<file path="config.mk">
export PLATFORM = sky130hd
export DESIGN_NAME = ci_field_encoder
export DESIGN_NICKNAME = d
export VERILOG_FILES = /design/src/rtl/cif_pkg.sv /design/src/rtl/cif_field_enc.sv /design/src/rtl/cif_slot_timer.sv /design/src/rtl/ci_field_encoder.sv
export SDC_FILE = /design/constraint.sdc
export NUM_CORES = 1
export LEC_CHECK = 0
export CAP_MARGIN = 15
export CORE_MARGIN = 2
export CORE_UTILIZATION = 54
export DETAILED_ROUTE_END_ITERATION = 16
export GPL_ROUTABILITY_DRIVEN = 0
export HOLD_SLACK_MARGIN = 0.06
export PLACE_DENSITY = 0.94
export SKIP_CTS_REPAIR_TIMING = 1
export SLEW_MARGIN = 20
export SYNTH_ARGS = -nofsm -noshare
export SYNTH_HDL_FRONTEND = slang
export SYNTH_SLANG_ARGS = --single-unit
</file>
<file path="constraint.sdc">
create_clock -name clk -period 3.56 [get_ports clk]
set_input_delay 0.712 -clock clk [delete_from_list [all_inputs] [get_ports clk]]
set_output_delay 0.712 -clock clk [all_outputs]
set_load 0.05 [all_outputs]
</file>
<file path="src/rtl/cif_pkg.sv">
package cif_pkg;
    localparam int STAT_W      = 8;
    localparam int FIELD_W     = 6;
    localparam int CODE_W      = 3;
    localparam int FRAME_BITS  = 96;
    localparam int SLOT_BIT    = 56;
    localparam int CLK_PER_BIT = 2;

    localparam logic [CODE_W-1:0] CODE_RELEASE = '0;
    localparam logic [CODE_W-1:0] CODE_DIRECT  = '1;

    typedef enum logic [1:0] {
        ST_HUNT,
        ST_PRE,
        ST_SLOT,
        ST_POST
    } slot_state_e;
endpackage

</file>
<file path="src/rtl/cif_field_enc.sv">
module cif_field_enc
    import cif_pkg::*;
#(
    parameter int SW = STAT_W,
    parameter int FW = FIELD_W,
    parameter int CW = CODE_W
) (
    input  logic [SW-1:0] status,
    input  logic [SW-1:0] irq_mask,
    input  logic [CW-1:0] mode_code,
    output logic [FW-1:0] field
);
    localparam int OFS = SW - FW;

    logic          req_any;
    logic [FW-1:0] direct_val;
    logic [FW-1:0] single_val;

    assign req_any = |(status & irq_mask);

    for (genvar i = 0; i < FW; i++) begin : g_bit
        assign direct_val[i] = irq_mask[i+OFS] & status[i+OFS];
        assign single_val[i] = !(req_any && (mode_code == CW'(i + 1)));
    end

    always_comb begin
        unique case (mode_code)
            CODE_RELEASE: field = '1;
            CODE_DIRECT:  field = direct_val;
            default:      field = single_val;
        endcase
    end

    always_comb begin
        if (mode_code == CODE_RELEASE)
            AST_RELEASE_ALL_ONES: assert (field == '1);
        if (mode_code != CODE_RELEASE && mode_code != CODE_DIRECT)
            AST_SINGLE_AT_MOST_ONE: assert ($countones(~field) <= 1);
        if (mode_code != CODE_DIRECT && !req_any)
            AST_NO_REQ_RELEASE: assert (field == '1);
        if (mode_code == CODE_DIRECT)
            AST_MASKED_LOW: assert ((field & ~irq_mask[SW-1:OFS]) == '0);
    end
endmodule

</file>
<file path="src/rtl/cif_slot_timer.sv">
module cif_slot_timer
    import cif_pkg::*;
#(
    parameter int NBITS = FRAME_BITS,
    parameter int FIRST = SLOT_BIT,
    parameter int FW    = FIELD_W,
    parameter int CPB   = CLK_PER_BIT
) (
    input  logic                  clk,
    input  logic                  rst_n,
    input  logic                  fsync,
    output slot_state_e           state,
    output logic [$clog2(FW)-1:0] bit_idx
);
    localparam int HALVES  = NBITS * CPB;
    localparam int PW      = $clog2(HALVES);
    localparam int IW      = $clog2(FW);
    localparam int SLOT_LO = FIRST * CPB;
    localparam int SLOT_HI = SLOT_LO + FW * CPB - 1;

    logic [PW-1:0] pos, pos_nxt;
    slot_state_e   state_nxt;
    logic [PW-1:0] slot_off;

    always_comb begin
        if (fsync)                         pos_nxt = '0;
        else if (state == ST_HUNT)         pos_nxt = '0;
        else if (pos == PW'(HALVES - 1))   pos_nxt = '0;
        else                               pos_nxt = pos + 1'b1;
    end

    always_comb begin
        state_nxt = state;
        if (fsync) begin
            state_nxt = ST_PRE;
        end else begin
            unique case (state)
                ST_HUNT: state_nxt = ST_HUNT;
                ST_PRE:  if (pos_nxt == PW'(SLOT_LO))     state_nxt = ST_SLOT;
                ST_SLOT: if (pos_nxt == PW'(SLOT_HI + 1)) state_nxt = ST_POST;
                ST_POST: if (pos_nxt == '0)               state_nxt = ST_PRE;
            endcase
        end
    end

    always_ff @(posedge clk or negedge rst_n) begin
        if (!rst_n) begin
            state <= ST_HUNT;
            pos   <= '0;
        end else begin
            state <= state_nxt;
            pos   <= pos_nxt;
        end
    end

    assign slot_off = pos - PW'(SLOT_LO);
    assign bit_idx  = IW'(slot_off / PW'(CPB));

    AST_HUNT_UNTIL_SYNC: assert property (@(posedge clk) disable iff (!rst_n)
        (state == ST_HUNT && !fsync) |=> state == ST_HUNT);
    AST_SLOT_IN_RANGE: assert property (@(posedge clk) disable iff (!rst_n)
        state == ST_SLOT |-> bit_idx < IW'(FW));
endmodule

</file>
<file path="src/rtl/ci_field_encoder.sv">
module ci_field_encoder
    import cif_pkg::*;
(
    input  logic              clk,
    input  logic              rst_n,
    input  logic              fsync,
    input  logic [STAT_W-1:0] status,
    input  logic [STAT_W-1:0] irq_mask,
    input  logic [CODE_W-1:0] mode_code,
    output logic              du_data,
    output logic              du_oe
);
    localparam int IW = $clog2(FIELD_W);

    logic [FIELD_W-1:0] enc_field;
    logic [FIELD_W-1:0] field_q;
    slot_state_e        state;
    logic [IW-1:0]      bit_idx;
    logic               cur_bit;

    cif_field_enc #(.SW(STAT_W), .FW(FIELD_W), .CW(CODE_W)) u_enc (
        .status    (status),
        .irq_mask  (irq_mask),
        .mode_code (mode_code),
        .field     (enc_field)
    );

    cif_slot_timer #(.NBITS(FRAME_BITS), .FIRST(SLOT_BIT), .FW(FIELD_W), .CPB(CLK_PER_BIT)) u_tmr (
        .clk     (clk),
        .rst_n   (rst_n),
        .fsync   (fsync),
        .state   (state),
        .bit_idx (bit_idx)
    );

    always_ff @(posedge clk or negedge rst_n) begin
        if (!rst_n)     field_q <= '1;
        else if (fsync) field_q <= enc_field;
    end

    assign cur_bit = field_q[IW'(FIELD_W - 1) - bit_idx];

    always_comb begin
        unique case (state)
            ST_SLOT: begin
                du_data = cur_bit;
                du_oe   = !cur_bit;
            end
            default: begin
                du_data = 1'b1;
                du_oe   = 1'b0;
            end
        endcase
    end

    AST_FIELD_HELD: assert property (@(posedge clk) disable iff (!rst_n)
        !fsync |=> $stable(field_q));
    AST_IDLE_OUTSIDE_SLOT: assert property (@(posedge clk) disable iff (!rst_n)
        state != ST_SLOT |-> (du_data && !du_oe));
    AST_DRIVE_ONLY_LOW: assert property (@(posedge clk) disable iff (!rst_n)
        du_oe |-> !du_data);
endmodule

</file>
* After elaboration in Yosys (flattened, before gate mapping)
Index checks and enable logic that the tools add are counted.
** Word-level totals
- Register bits :: 16
- Bits of input ports :: 22
- Output and inout bits :: 2
- Logic and storage cells :: 61
** Operators by class
- Muxes and demuxes :: 13
- Bitwise operators :: 7
- Reductions and logical operators :: 18
- Equal/unequal tests :: 16
- Magnitude comparators :: 1
- Add/subtract/negate cells :: 3
** Operators by type and width (number)
- 8-bit two-way mux :: 3
- 8-bit by 7-bit == test with 1-bit output, second input constant :: 2
- 3-bit == test, second input constant :: 4
- 6-bit one-hot mux with 2 select lines :: 1
- 3-bit by 2-bit inequality test with 1-bit output, second input constant :: 3
- 8-bit by 1-bit adder with 8-bit output, second input constant :: 1
- 8-bit AND :: 1
- 8-bit == test, second input constant :: 1
- 8-bit logical NOT :: 1
- 2-bit two-way mux :: 4
- 2-bit one-hot mux with 4 select lines :: 1
- 8-bit OR reduction :: 1
- 1-bit logical NOT :: 7
- 1-bit AND :: 6
- 3-bit by 2-bit == test with 1-bit output, second input constant :: 2
- 1-bit logical AND :: 6
- 2-bit == test, second input constant :: 2
- 3-bit by 4-bit < comparator with 1-bit output, second input constant :: 1
- 4-bit by 1-bit subtractor with 4-bit output, second input constant :: 1
- 1-bit binary-select mux with 3-bit select :: 1
- 3-bit by 1-bit == test with 1-bit output, second input constant :: 1
- 3-bit logical NOT :: 1
- 1-bit two-way mux :: 3
- 3-bit AND reduction :: 1
- 3 further kinds :: 3

* Longest topological paths before layout
- Depth after elaboration :: 8
- Depth in mapped cells :: 8
- Gate-level depth less buffers :: 8

* Hierarchy
From an unflattened synthesis, not the netlist that was laid out.
** Unflattened totals
- Cells, all modules :: 132
- Area, all modules :: 1251.2 µm²
** By module, submodules not included
- cif_slot_timer :: cells an instance 85, area an instance 782.0 µm², seq. area each 250.2 µm², times used 1
- ci_field_encoder :: cells an instance 22, area an instance 304.0 µm², seq. area each 157.7 µm², times used 1
- cif_field_enc :: cells an instance 25, area an instance 165.2 µm², seq. area each 0.0 µm², times used 1

* Worst setup path after synthesis
OpenSTA, ideal clock, no wires.
- Kind :: reg2out
- Start point :: register u_tmr.pos[2]
- End point :: output port du_oe
- Setup slack :: 857 ps
- Stages on the path, launching flop included :: 6
- Required time :: 2848 ps
- Path buffers :: 0
- Arrival :: 1991 ps
- Cell sequence :: dfrtp_1 -> ha_1 -> mux4_1 -> nand2b_1 -> nand3_1 -> inv_1
** Between the ends
- Longest elaborated chain between the ends :: 6
** Ends and longest elaborated chain
- start: declaration :: line cif_slot_timer.sv:21 : logic [PW-1:0] pos, pos_nxt;
- start signal: assignment :: line cif_slot_timer.sv:52 : pos <= pos_nxt;
- 4-bit by 1-bit subtractor with 4-bit output :: line cif_slot_timer.sv:56 : assign slot_off = pos - PW'(SLOT_LO);
- 3-bit subtractor :: line ci_field_encoder.sv:41 : assign cur_bit = field_q[IW'(FIELD_W - 1) - bit_idx];
- 1-bit binary-select mux with 3-bit select :: line ci_field_encoder.sv:41
- 1-bit two-way mux (implied by the code) :: line ci_field_encoder.sv:41
- 1-bit logical NOT :: line ci_field_encoder.sv:47 : du_oe = !cur_bit;
- 1-bit two-way mux :: line ci_field_encoder.sv:44 : unique case (state)
- end: declaration :: line ci_field_encoder.sv:11 : output logic du_oe
No other way between the ends. The select of a mux whose other input is x is not followed.

* Worst setup path in the final report
Same ends and word-level chain as after synthesis.

==> flow_summary.ini <==
[outcome]
outcome = finished, final reports clean

[route]
wl_per_cell_um = 14.1
vias_per_cell = 5.75
first_pass_iters = 4
wl_mm = 2.51
drt_iter0_drc = 33
num_vias = 1024
drc = 0
drtAntennaViolNets = 0

[sta]
fin_crit_ns = 3.09
worst_slack_ns = 0.473
final_hold_viol_count = 0
rsz0062_at_grt = no
slew_violations = 0
fin_setup_tns_ns = 0
slew_headroom_pct = 53.5
fin_crit_sh_pct = 86.7
fmax_ghz = 0.324
clock_skew_ns = 0.00812
finalSetupViolations = 0
worst_pin_slew_ns = 0.695

[clocking]
clkTransAtPathRegs_ns = 0.09
root_buffer = clkbuf_4
cts_buffer_depth = 2
clk_latency_ns = 0.28
cts_tree = yes
cts_buffers = 3
cts_htree_levels = 1
cts.sinks = 16

[grt]
grt_pass1_vias = 1026
grt_max_degree = 18
antenna_found_initial = 0
grt_overflow = 0
grt.total_usage_pct = 21.8
grt_pass1_wl_mm = 4.21

[finish]
nets = 180
n_antenna_cell = 0
multi_input_area_um2 = 661
fillers = 139
final_common_cell = clkdlybuf4s50_1
final_cell_area_um2 = 1400
layout_common_cells = clkdlybuf4s50_1 (23), nor2_1 (14), nand2_1 (13)
drive_gt1_share_pct = 9.27
seq_area_um2 = 408
area_delta_synth_final_pct = 21.6

[setup_path]
cp_slowest_cell = clkdlybuf4s50_1
crit_type = register to output port
cp_num_cells = 6
cp_max_fo = 9
r2r_cells = 7
rrSetupSlack_ns = 1.48
startpoint_type = register
critPathBufInv = 2
timing.critical_path.from = u_tmr.pos[2]$_DFF_PN0_
cp.required_ns = 2.85
crit_chain = ha_1, mux4_1, nand2b_1, nand3_1, inv_1, clkdlybuf4s50_1
cp.arrival_ns = 2.38
end_kind = output port
setup.worst_path.end = du_oe
r2r-start = u_tmr.pos[1]$_DFF_PN0_
critPathTopFamily = buffers and inverters
r2r_end = u_tmr.state[0]$_DFFE_PN0P_
cpPeakStageDelay_ns = 0.79

[power_and_ir_drop]
sequentialPowerShare_pct = 43.8
switchingPower_mw = 0.198
powerDensity_nw_per_um2 = 392
clock_power_share_pct = 18.0
max-vdd-ir-drop_uv = 200
p_int_mw = 0.349
combPwrFrac_pct = 38.1
power.share.switching_pct = 36.2
p_total_mw = 0.547
p_leak_nw = 0.565

[die]
core_um2 = 1980
start_util_pct = 58.0
die_x_um = 50.1
pin_count = 24
die-area_um2 = 2510
rows = 16
die_h_um = 50.1

[yosys]
synthFlopType = dfrtp_1
ys_ff_latch = 16
syn_avg_cell_area_um2 = 8.70
ys_seq_area_share_pct = 35.5
synth_fp_nets = 160
synth_warnings = 0
async_flop_share_pct = 100
synth_edf_count = 0
synth.distinct_cells = 36
synthCells = 132
netlist_area_um2 = 1150

[placed_design]
port_buffers = 23
preCtsSetupSlack_ns = 0.789
dp_hpwl_mm = 1.95
dpl-instance-area_um2 = 1370

[hold_path]
hp-class = register to register

[flow_run]
cap_violations = 0
==> power by group through the flow <==
stage | Clock (mW) | Combinational [mW] | Sequential (mW)
2_1_floorplan | 0 | 0.144 | 0.235
5_1_grt | 0.106 | 0.231 | 0.243
3_3_place_gp | 0 | 0.195 | 0.239
4_1_cts | 0.0990 | 0.209 | 0.239
3_5_place_dp | 0 | 0.209 | 0.242
6_report | 0.0987 | 0.208 | 0.240
==> sequential cells by signal, indices dropped and copies added, names as in the netlist <==
register     flops
u_tmr.pos        8
u_tmr.state      2
field_q          6
==> worst register-to-register path: cells and delay by family, from the launching register on <==
| kind | cells | cell delay (ns) |
|---|---|---|
| AO/OA/AOI/OAI | 3 | 0.70 |
| AND/OR/NAND/NOR | 3 | 0.42 |
| flip-flops | 1 | 0.48 |
| adder cells (fa/ha/maj) | 1 | 0.37 |
==> final cells by class <==
type / count / share of cell area [%]
timing repair buffer: 24 / 17.0
clock buffer: 4 / 1.88
sequential: 16 / 29.2
tap: 27 / 2.42
inverter: 8 / 2.15
multi-input combinational: 99 / 47.3
==> cells by family (layout without fill, tap and decap cells) <==
family,after synthesis,in the layout,synth area share (%)
compound gates,28,28,18.1
mux,2,2,3.16
buf+inv,17,36,6.97
xor+xnor,9,9,6.86
simple gates,54,54,22.9
flops,16,16,35.5
fa+ha+maj,6,6,6.54
==> worst min path at each step <==
stage	from	end	slack (ns)	cells past startpoint
floorplan	rst_n	u_tmr.pos[0]$_DFF_PN0_	0.42	0
global placement	field_q[3]$_DFFE_PN1P_	field_q[3]$_DFFE_PN1P_	0.47	2
detailed placement	field_q[3]$_DFFE_PN1P_	field_q[3]$_DFFE_PN1P_	0.47	2
CTS	field_q[3]$_DFFE_PN1P_	field_q[3]$_DFFE_PN1P_	0.49	2
global route	field_q[3]$_DFFE_PN1P_	field_q[3]$_DFFE_PN1P_	0.51	2
finish	field_q[3]$_DFFE_PN1P_	field_q[3]$_DFFE_PN1P_	0.49	2
==> metrics by stage <==
stage,utilization (%),std cells,hold WS [ns]
after floorplan,-,132,0.416
after global placement,69.1,174,0.475
after detailed placement,69.1,174,0.474
after CTS,70.5,178,0.488
after global routing,70.5,178,0.512
final,70.5,178,0.487
==> Yosys cell counts, drive strengths merged, types with 4 or more instances <==
| cell type | n | area (um2) |
|---|---|---|
| nor2 | 14 | 52.6 |
| o21ai | 8 | 51.3 |
| nand2b | 7 | 43.8 |
| nand2 | 13 | 48.8 |
| xnor2 | 5 | 43.8 |
| dfstp | 6 | 158 |
| inv | 8 | 30.0 |
| buf | 5 | 31.3 |
| ha | 6 | 75.1 |
| nand4 | 5 | 31.3 |
| dfrtp | 10 | 250 |
| nand3 | 9 | 45.0 |
| a31oi | 5 | 31.3 |
| xor2 | 4 | 35.0 |
| clkbuf | 4 | 18.8 |
==> metal layers <==
metal / vias to the layer above / global-route usage, % / routed length (um)
li1: 501 / - / -
met1: 472 / 24.2 / 1040
met2: 43 / 39.3 / 1290
met3: 8 / 2.42 / 115
met4: 0 / 13.4 / 65
met5: - / 0 / 0
Power figures use the tool's default switching activity.
